[config.mk]
export PLATFORM = sky130hd
export DESIGN_NAME = dl_msg_tx
export DESIGN_NICKNAME = d
export VERILOG_FILES = /design/src/rtl/dl_pkg.sv /design/src/rtl/dl_crc16.sv /design/src/rtl/dl_regs.sv /design/src/rtl/dl_framer.sv /design/src/rtl/dl_msg_tx.sv
export SDC_FILE = /design/constraint.sdc
export NUM_CORES = 1
export LEC_CHECK = 0
export BUFFER_PORTS_ARGS = -buffer_cell sky130_fd_sc_hd__buf_2
export CAP_MARGIN = 20
export CELL_PAD_IN_SITES_DETAIL_PLACEMENT = 1
export CELL_PAD_IN_SITES_GLOBAL_PLACEMENT = 2
export CORE_ASPECT_RATIO = 1.4
export CORE_MARGIN = 2
export CORE_UTILIZATION = 31
export DETAILED_ROUTE_END_ITERATION = 10
export GPL_TIMING_DRIVEN = 0
export PLACE_DENSITY = 0.85
export SETUP_SLACK_MARGIN = 0.5
export SYNTH_ARGS = -nofsm -noshare
export SYNTH_HDL_FRONTEND = slang
export SYNTH_HIERARCHICAL = 1
export SYNTH_SLANG_ARGS = --single-unit
[constraint.sdc]
create_clock -name clk -period 1.89 [get_ports clk]
set_input_delay 0.0945 -clock clk [delete_from_list [all_inputs] [get_ports clk]]
set_output_delay 0.0945 -clock clk [all_outputs]
set_load 0.05 [all_outputs]
[src/rtl/dl_pkg.sv]
package dl_pkg;
  localparam logic [7:0]  FLAG_OCT = 8'h7E;
  localparam logic [15:0] CRC_POLY_R = 16'h8408;
  localparam logic [15:0] CRC_SEED = 16'hFFFF;

  typedef enum logic [3:0] {
    K_IDLE, K_OPEN, K_HDR0, K_HDR1, K_HDR2, K_PAY, K_FCS0, K_FCS1, K_CLOSE
  } oct_kind_e;
endpackage

[src/rtl/dl_crc16.sv]
module dl_crc16
  import dl_pkg::*;
(
  input  logic        clk,
  input  logic        rst,
  input  logic        init,
  input  logic        en,
  input  logic        din,
  output logic [15:0] crc,
  output logic [15:0] crc_nxt
);
  always_comb begin
    crc_nxt = {1'b0, crc[15:1]} ^ ((crc[0] ^ din) ? CRC_POLY_R : 16'h0000);
  end

  always_ff @(posedge clk) begin
    if (rst || init) crc <= CRC_SEED;
    else if (en)     crc <= crc_nxt;
  end
endmodule

[src/rtl/dl_regs.sv]
module dl_regs #(
  parameter int ADDR_W = 5,
  parameter logic [ADDR_W-1:0] CFG_ADDR = 5'h1E,
  parameter logic [ADDR_W-1:0] STS_ADDR = 5'h1F
) (
  input  logic              clk,
  input  logic              rst,
  input  logic              wr,
  input  logic              rd,
  input  logic [ADDR_W-1:0] addr,
  input  logic [7:0]        wdata,
  output logic [7:0]        rdata,
  input  logic              busy,
  input  logic              done,
  output logic              en,
  output logic              start_rise,
  output logic              irq
);
  logic start_q, ie_q, ist_q, en_q, ie_d, ist_d, cfg_sel, sts_sel;
  logic unused_wbits;
  assign unused_wbits = ^{wdata[7:4], wdata[2]};
  assign en = en_q;

  always_comb begin
    cfg_sel = (addr == CFG_ADDR);
    sts_sel = (addr == STS_ADDR);
    ie_d    = (wr && sts_sel) ? wdata[1] : ie_q;
    if (done)                ist_d = 1'b1;
    else if (rd && sts_sel)  ist_d = 1'b0;
    else                     ist_d = ist_q;
  end

  always_ff @(posedge clk) begin
    if (rst) begin
      start_q <= 1'b0; ie_q <= 1'b0; ist_q <= 1'b0; en_q <= 1'b0;
      start_rise <= 1'b0; irq <= 1'b0; rdata <= 8'h00;
    end else begin
      start_rise <= wr && sts_sel && wdata[3] && !start_q;
      if (wr && cfg_sel) en_q <= wdata[0];
      if (wr && sts_sel) start_q <= wdata[3];
      ie_q  <= ie_d;
      ist_q <= ist_d;
      irq   <= ie_d && ist_d;
      if (rd) begin
        if (sts_sel)      rdata <= {4'h0, start_q, busy, ie_q, ist_q};
        else if (cfg_sel) rdata <= {7'h00, en_q};
        else              rdata <= 8'h00;
      end
    end
  end


  int_src_chk: assert property (@(posedge clk) disable iff (rst)
    $rose(ist_q) |-> (!busy && $past(busy, 2)));


  pad_zero_chk: assert property (@(posedge clk) disable iff (rst)
    (rd && sts_sel) |=> (rdata[7:4] == 4'h0));
endmodule

[src/rtl/dl_framer.sv]
module dl_framer
  import dl_pkg::*;
#(
  parameter int AW = 6,
  parameter logic [7:0] SAPI = 8'h3C,
  parameter logic [7:0] TEI  = 8'h01,
  parameter logic [7:0] CTRL = 8'h03
) (
  input  logic          clk,
  input  logic          rst,
  input  logic          en,
  input  logic          start_rise,
  input  logic          tick,
  input  logic          slot,
  input  logic [AW:0]   msg_len,
  input  logic [7:0]    buf_data,
  output logic [AW-1:0] buf_addr,
  output logic          dl_bit,
  output logic          busy,
  output logic          done
);
  oct_kind_e   kind;
  logic [7:0]  oct;
  logic [2:0]  bitn, ones;
  logic        stuff_pend, go_pend, armed;
  logic [AW:0] pidx;
  logic [15:0] crc, crc_nxt;
  logic        cur_b, emit, bound, launch, crc_en;
  logic        unused_crc;
  assign unused_crc = ^{crc[7:0], crc_nxt[15:8]};

  always_comb begin
    cur_b  = oct[bitn];
    emit   = slot && !stuff_pend;
    bound  = emit && (bitn == 3'd7);
    launch = bound && en && go_pend && (kind == K_IDLE);
    crc_en = emit && (kind inside {K_HDR0, K_HDR1, K_HDR2, K_PAY});
  end

  dl_crc16 u_crc (
    .clk(clk), .rst(rst), .init(launch), .en(crc_en), .din(cur_b),
    .crc(crc), .crc_nxt(crc_nxt)
  );

  always_ff @(posedge clk) begin
    if (rst || !en) begin
      armed <= 1'b0; go_pend <= 1'b0;
    end else begin
      if (done) armed <= 1'b1;
      go_pend <= (go_pend && !launch) || start_rise || (tick && armed);
    end
  end

  always_ff @(posedge clk) begin
    if (rst) begin
      kind <= K_IDLE; oct <= FLAG_OCT; bitn <= 3'd0; ones <= 3'd0;
      stuff_pend <= 1'b0; pidx <= '0; buf_addr <= '0;
      dl_bit <= 1'b0; busy <= 1'b0; done <= 1'b0;
    end else begin
      done <= 1'b0;
      if (slot) dl_bit <= stuff_pend ? 1'b0 : cur_b;
      if (slot && stuff_pend) stuff_pend <= 1'b0;
      if (emit) begin
        bitn <= bitn + 3'd1;
        if (kind == K_PAY) begin
          if (!cur_b)              ones <= 3'd0;
          else if (ones == 3'd4) begin ones <= 3'd0; stuff_pend <= 1'b1; end
          else                     ones <= ones + 3'd1;
        end
      end
      if (bound) begin
        if (!en) begin
          kind <= K_IDLE; oct <= FLAG_OCT; busy <= 1'b0; stuff_pend <= 1'b0;
        end else begin
          unique case (kind)
            K_IDLE: if (go_pend) begin
              kind <= K_OPEN; busy <= 1'b1; ones <= 3'd0; buf_addr <= '0;
            end
            K_OPEN: begin kind <= K_HDR0; oct <= SAPI; end
            K_HDR0: begin kind <= K_HDR1; oct <= TEI;  end
            K_HDR1: begin kind <= K_HDR2; oct <= CTRL; end
            K_HDR2, K_PAY: begin
              if ((kind == K_HDR2) ? (msg_len == '0) : (pidx == msg_len)) begin
                kind <= K_FCS0; oct <= ~crc_nxt[7:0];
              end else begin
                kind <= K_PAY; oct <= buf_data;
                pidx <= (kind == K_HDR2) ? (AW+1)'(1) : pidx + 1'b1;
                buf_addr <= buf_addr + 1'b1;
              end
            end
            K_FCS0: begin kind <= K_FCS1; oct <= ~crc[15:8]; end
            K_FCS1: begin kind <= K_CLOSE; oct <= FLAG_OCT; end
            K_CLOSE: begin kind <= K_IDLE; busy <= 1'b0; done <= 1'b1; end
            default: begin kind <= K_IDLE; oct <= FLAG_OCT; busy <= 1'b0; end
          endcase
        end
      end
    end
  end


  bit_hold_chk: assert property (@(posedge clk) disable iff (rst)
    !slot |=> $stable(dl_bit));


  idle_off_chk: assert property (@(posedge clk) disable iff (rst)
    (!busy && !en) |=> !busy);
endmodule

[src/rtl/dl_msg_tx.sv]
module dl_msg_tx #(
  parameter int ADDR_W = 5,
  parameter int BUF_AW = 6,
  parameter logic [ADDR_W-1:0] CFG_ADDR = 5'h1E,
  parameter logic [ADDR_W-1:0] STS_ADDR = 5'h1F,
  parameter logic [7:0] SAPI = 8'h3C,
  parameter logic [7:0] TEI  = 8'h01,
  parameter logic [7:0] CTRL = 8'h03
) (
  input  logic              clk,
  input  logic              rst,
  input  logic              reg_wr,
  input  logic              reg_rd,
  input  logic [ADDR_W-1:0] reg_addr,
  input  logic [7:0]        reg_wdata,
  output logic [7:0]        reg_rdata,
  output logic              irq,
  input  logic              sec_tick,
  input  logic              dl_slot,
  output logic              dl_bit,
  input  logic [BUF_AW:0]   msg_len,
  output logic [BUF_AW-1:0] buf_addr,
  input  logic [7:0]        buf_data
);
  logic en, start_rise, busy, done;

  dl_regs #(.ADDR_W(ADDR_W), .CFG_ADDR(CFG_ADDR), .STS_ADDR(STS_ADDR)) u_regs (
    .clk(clk), .rst(rst), .wr(reg_wr), .rd(reg_rd), .addr(reg_addr),
    .wdata(reg_wdata), .rdata(reg_rdata), .busy(busy), .done(done),
    .en(en), .start_rise(start_rise), .irq(irq)
  );

  dl_framer #(.AW(BUF_AW), .SAPI(SAPI), .TEI(TEI), .CTRL(CTRL)) u_framer (
    .clk(clk), .rst(rst), .en(en), .start_rise(start_rise), .tick(sec_tick),
    .slot(dl_slot), .msg_len(msg_len), .buf_data(buf_data),
    .buf_addr(buf_addr), .dl_bit(dl_bit), .busy(busy), .done(done)
  );
endmodule

==> results.py <==
metrics = {
    "worst_setup_path": {
        "crit_arrival_ps": 2350,
        "crit_type": "flop to flop",
        "critPathSlowestCell": "mux4_2",
        "cpLargestDelayFamily": "multiplexers",
        "reg2reg_depth": 7,
        "regToRegEndpoint": "u_framer/oct[3]$_SDFFE_PP1P_",
        "r2r_setup_slack_ps": -190,
        "required_ps": 2170,
        "crit_buf_inv": 1,
        "critical_path.startpoint": "u_framer/bitn[0]$_SDFFE_PP0N_",
        "start_kind": "flop",
        "worstReg2RegStart": "u_framer/bitn[0]$_SDFFE_PP0N_",
        "critPathCaptureType": "flop",
        "cp_cell_sequence": "mux4_2, mux2_4, xnor3_1, inv_1, a21boi_2, o31ai_2, o21a_1",
        "cpPeakStageDelay_ps": 500,
        "critPathMaxFanout": 4,
    },
    "min_path": {
        "hold_end": "u_regs/start_rise$_SDFF_PP0_",
        "hold_path_depth": 3,
        "hp-class": "input pin to flop",
        "min_from": "reg_wdata[3]",
    },
    "global_route": {
        "grt_usage": 0.180,
        "grt_pass1_vias": 3401,
        "grt_first_pass_wirelength_um": 16900,
        "grt_antenna_before_repair": 0,
        "grt-ovfl-total": 0,
        "grt_max_degree": 12,
    },
    "timing": {
        "tightest_slew_ps": 741,
        "slew_violations": 0,
        "timing.hold.ws_ps": 12.4,
        "min_period_ps": 2080,
        "slew_headroom": 0.501,
        "rsz0062_at_grt": "true",
        "fmax_mhz": 482,
        "hold_viol_final": 0,
        "worst_slack_ps": -187,
        "finalClockSkew_ps": 6.09,
        "fin_crit_sh": 1.10,
        "setup_viol_count_final": 42,
    },
    "drt": {
        "drtPass1Iterations": 5,
        "drc": 0,
        "ant_nets": 0,
        "wl_per_cell_um": 18.4,
        "wl_um": 11900,
        "via_count": 3387,
        "first_iter_violations": 167,
        "vias_per_cell": 5.24,
    },
    "finish": {
        "diodes": 0,
        "area_delta_synth_final_pct": 51.7,
        "nets": 540,
        "postLayoutCellArea_um2": 5210,
        "fillCellCount": 1241,
        "layout-drive-gt1-share": 0.479,
    },
    "status": {
        "status": "complete, but fails checks",
        "violations": "setup timing",
    },
    "floorplanning": {
        "fp.dieW_um": 93.0,
        "die_h_um": 129,
        "dieArea_um2": 12000,
        "core_region_area_um2": 10800,
        "initial_utilization": 0.318,
        "pin_count": 50,
        "num_rows": 45,
    },
    "run": {
        "drv_cap": 0,
    },
    "power_and_ir_drop": {
        "ir_drop_mv": 0.386,
        "p_leak_nw": 2.02,
        "finalPower_mw": 3.33,
        "power_density_nw_per_um2": 638,
    },
    "clock_network": {
        "insertion_delay_ps": 340,
        "htree_levels": 3,
        "cts_sinks": 63,
        "clock-root-buffer": "clkbuf_16",
        "cts_tree": "yes",
        "hold_buffers": 0,
        "path_clk_slew_ps": 60,
        "numCtsBuffers": 9,
        "clockBufferDepth": 2,
    },
    "place": {
        "port_buffers": 39,
        "placed_area_um2": 3960,
        "routabilityCongestion": 0.795,
        "hpwl_um": 7230,
    },
    "yosys": {
        "yosysWarningCount": 6,
        "synth.cell_area_um2": 3440,
        "synth.avg_cell_area_um2": 8.86,
        "synthesis.instances": 388,
    },
}
==> area by class of cell <==
| class | instances | area (um^2) | area share |
|---|---|---|---|
| flip-flops and latches | 63 | 1280 | 0.246 |
| well taps | 141 | 176 | 0.0338 |
| inverters | 13 | 48.8 | 0.00936 |
| clock buffers | 11 | 243 | 0.0466 |
| clock inverters | 5 | 56.3 | 0.0108 |
| repair buffers | 98 | 731 | 0.140 |
| plain buffers | 30 | 246 | 0.0473 |
| multi-input cells | 285 | 2430 | 0.466 |
==> worst max-delay path by stage <==
stage / end / slack (ps) / cells after the start
2_1_floorplan: u_framer/oct[3]$_SDFFE_PP1P_ / -20 / 7
3_3_place_gp: u_framer/buf_addr[5]$_SDFFE_PP0P_ / -250 / 9
3_5_place_dp: u_framer/buf_addr[5]$_SDFFE_PP0P_ / -340 / 6
4_1_cts: u_framer/oct[3]$_SDFFE_PP1P_ / -170 / 7
5_1_grt: u_framer/buf_addr[3]$_SDFFE_PP0P_ / -320 / 11
6_report: u_framer/oct[3]$_SDFFE_PP1P_ / -190 / 7
==> worst min-delay path, cell delays in order <==
cell and delay [ps]:
buf_2 100, nand2_1 60, nor3_1 40
==> power breakdown <==
group / switching (mW) / internal, mW / leakage [nW]
combinational: 0.160 / 0.150 / 1.36
clock: 0.619 / 1.05 / 0.142
sequential: 0.0108 / 1.33 / 0.514
==> flip-flops by register name (all words and copies together), names as in the netlist, 3 cells and up <==
signal	cells
u_framer/pidx	7
u_framer/kind	4
u_framer/bitn	3
u_framer/oct	8
u_framer/u_crc/crc	16
u_regs/rdata	4
u_framer/buf_addr	6
u_framer/ones	3
==> metrics by stage <==
step / setup TNS, ps / std cells / utilization / worst slack (ps)
after floorplan: -52.7 / 391 / - / -21.7
after global placement: -1500 / 571 / 0.366 / -253
after global routing: -7230 / 646 / 0.482 / -323
after detailed placement: -3410 / 571 / 0.366 / -341
final: -3990 / 646 / 0.482 / -187
after CTS: -1860 / 620 / 0.442 / -172
==> per-layer routing <==
layer,up-vias,GRT usage,routed length [um],part of all wire
met4,0,0.0666,272,0.023
met3,19,0.0322,358,0.030
met5,-,0,0,0
li1,1606,-,-,-
met2,71,0.344,6670,0.56
met1,1691,0.196,4610,0.39
==> layout by cell type (no fill, tap or decap), types with 4 or more instances in the layout <==
cell type,count
buf_2,40
ha_1,4
dfxtp_4,4
nand3_1,5
clkbuf_16,10
inv_1,12
o21ai_1,6
clkbuf_1,5
nand4_1,8
buf_6,24
xnor2_1,5
dfxtp_2,4
mux2i_1,17
xor2_1,5
nand2_2,12
o21ai_0,14
and2_1,4
nor3_4,4
nand2b_1,8
nand2_4,4
conb_1,4
nor2_1,29
a21oi_1,17
o21a_1,4
a31oi_1,4
dfxtp_1,55
nor3_1,7
buf_4,53
a21oi_2,6
nand2_1,16
==> repair_timing <==
item,4_1_cts,5_1_grt
endpoints found under the setup margin,49,49
gates cloned,1,1
pin swaps,21,34
resized for setup,67,56
setup buffers,32,25
No activity file was read; power rests on OpenSTA's default activity.
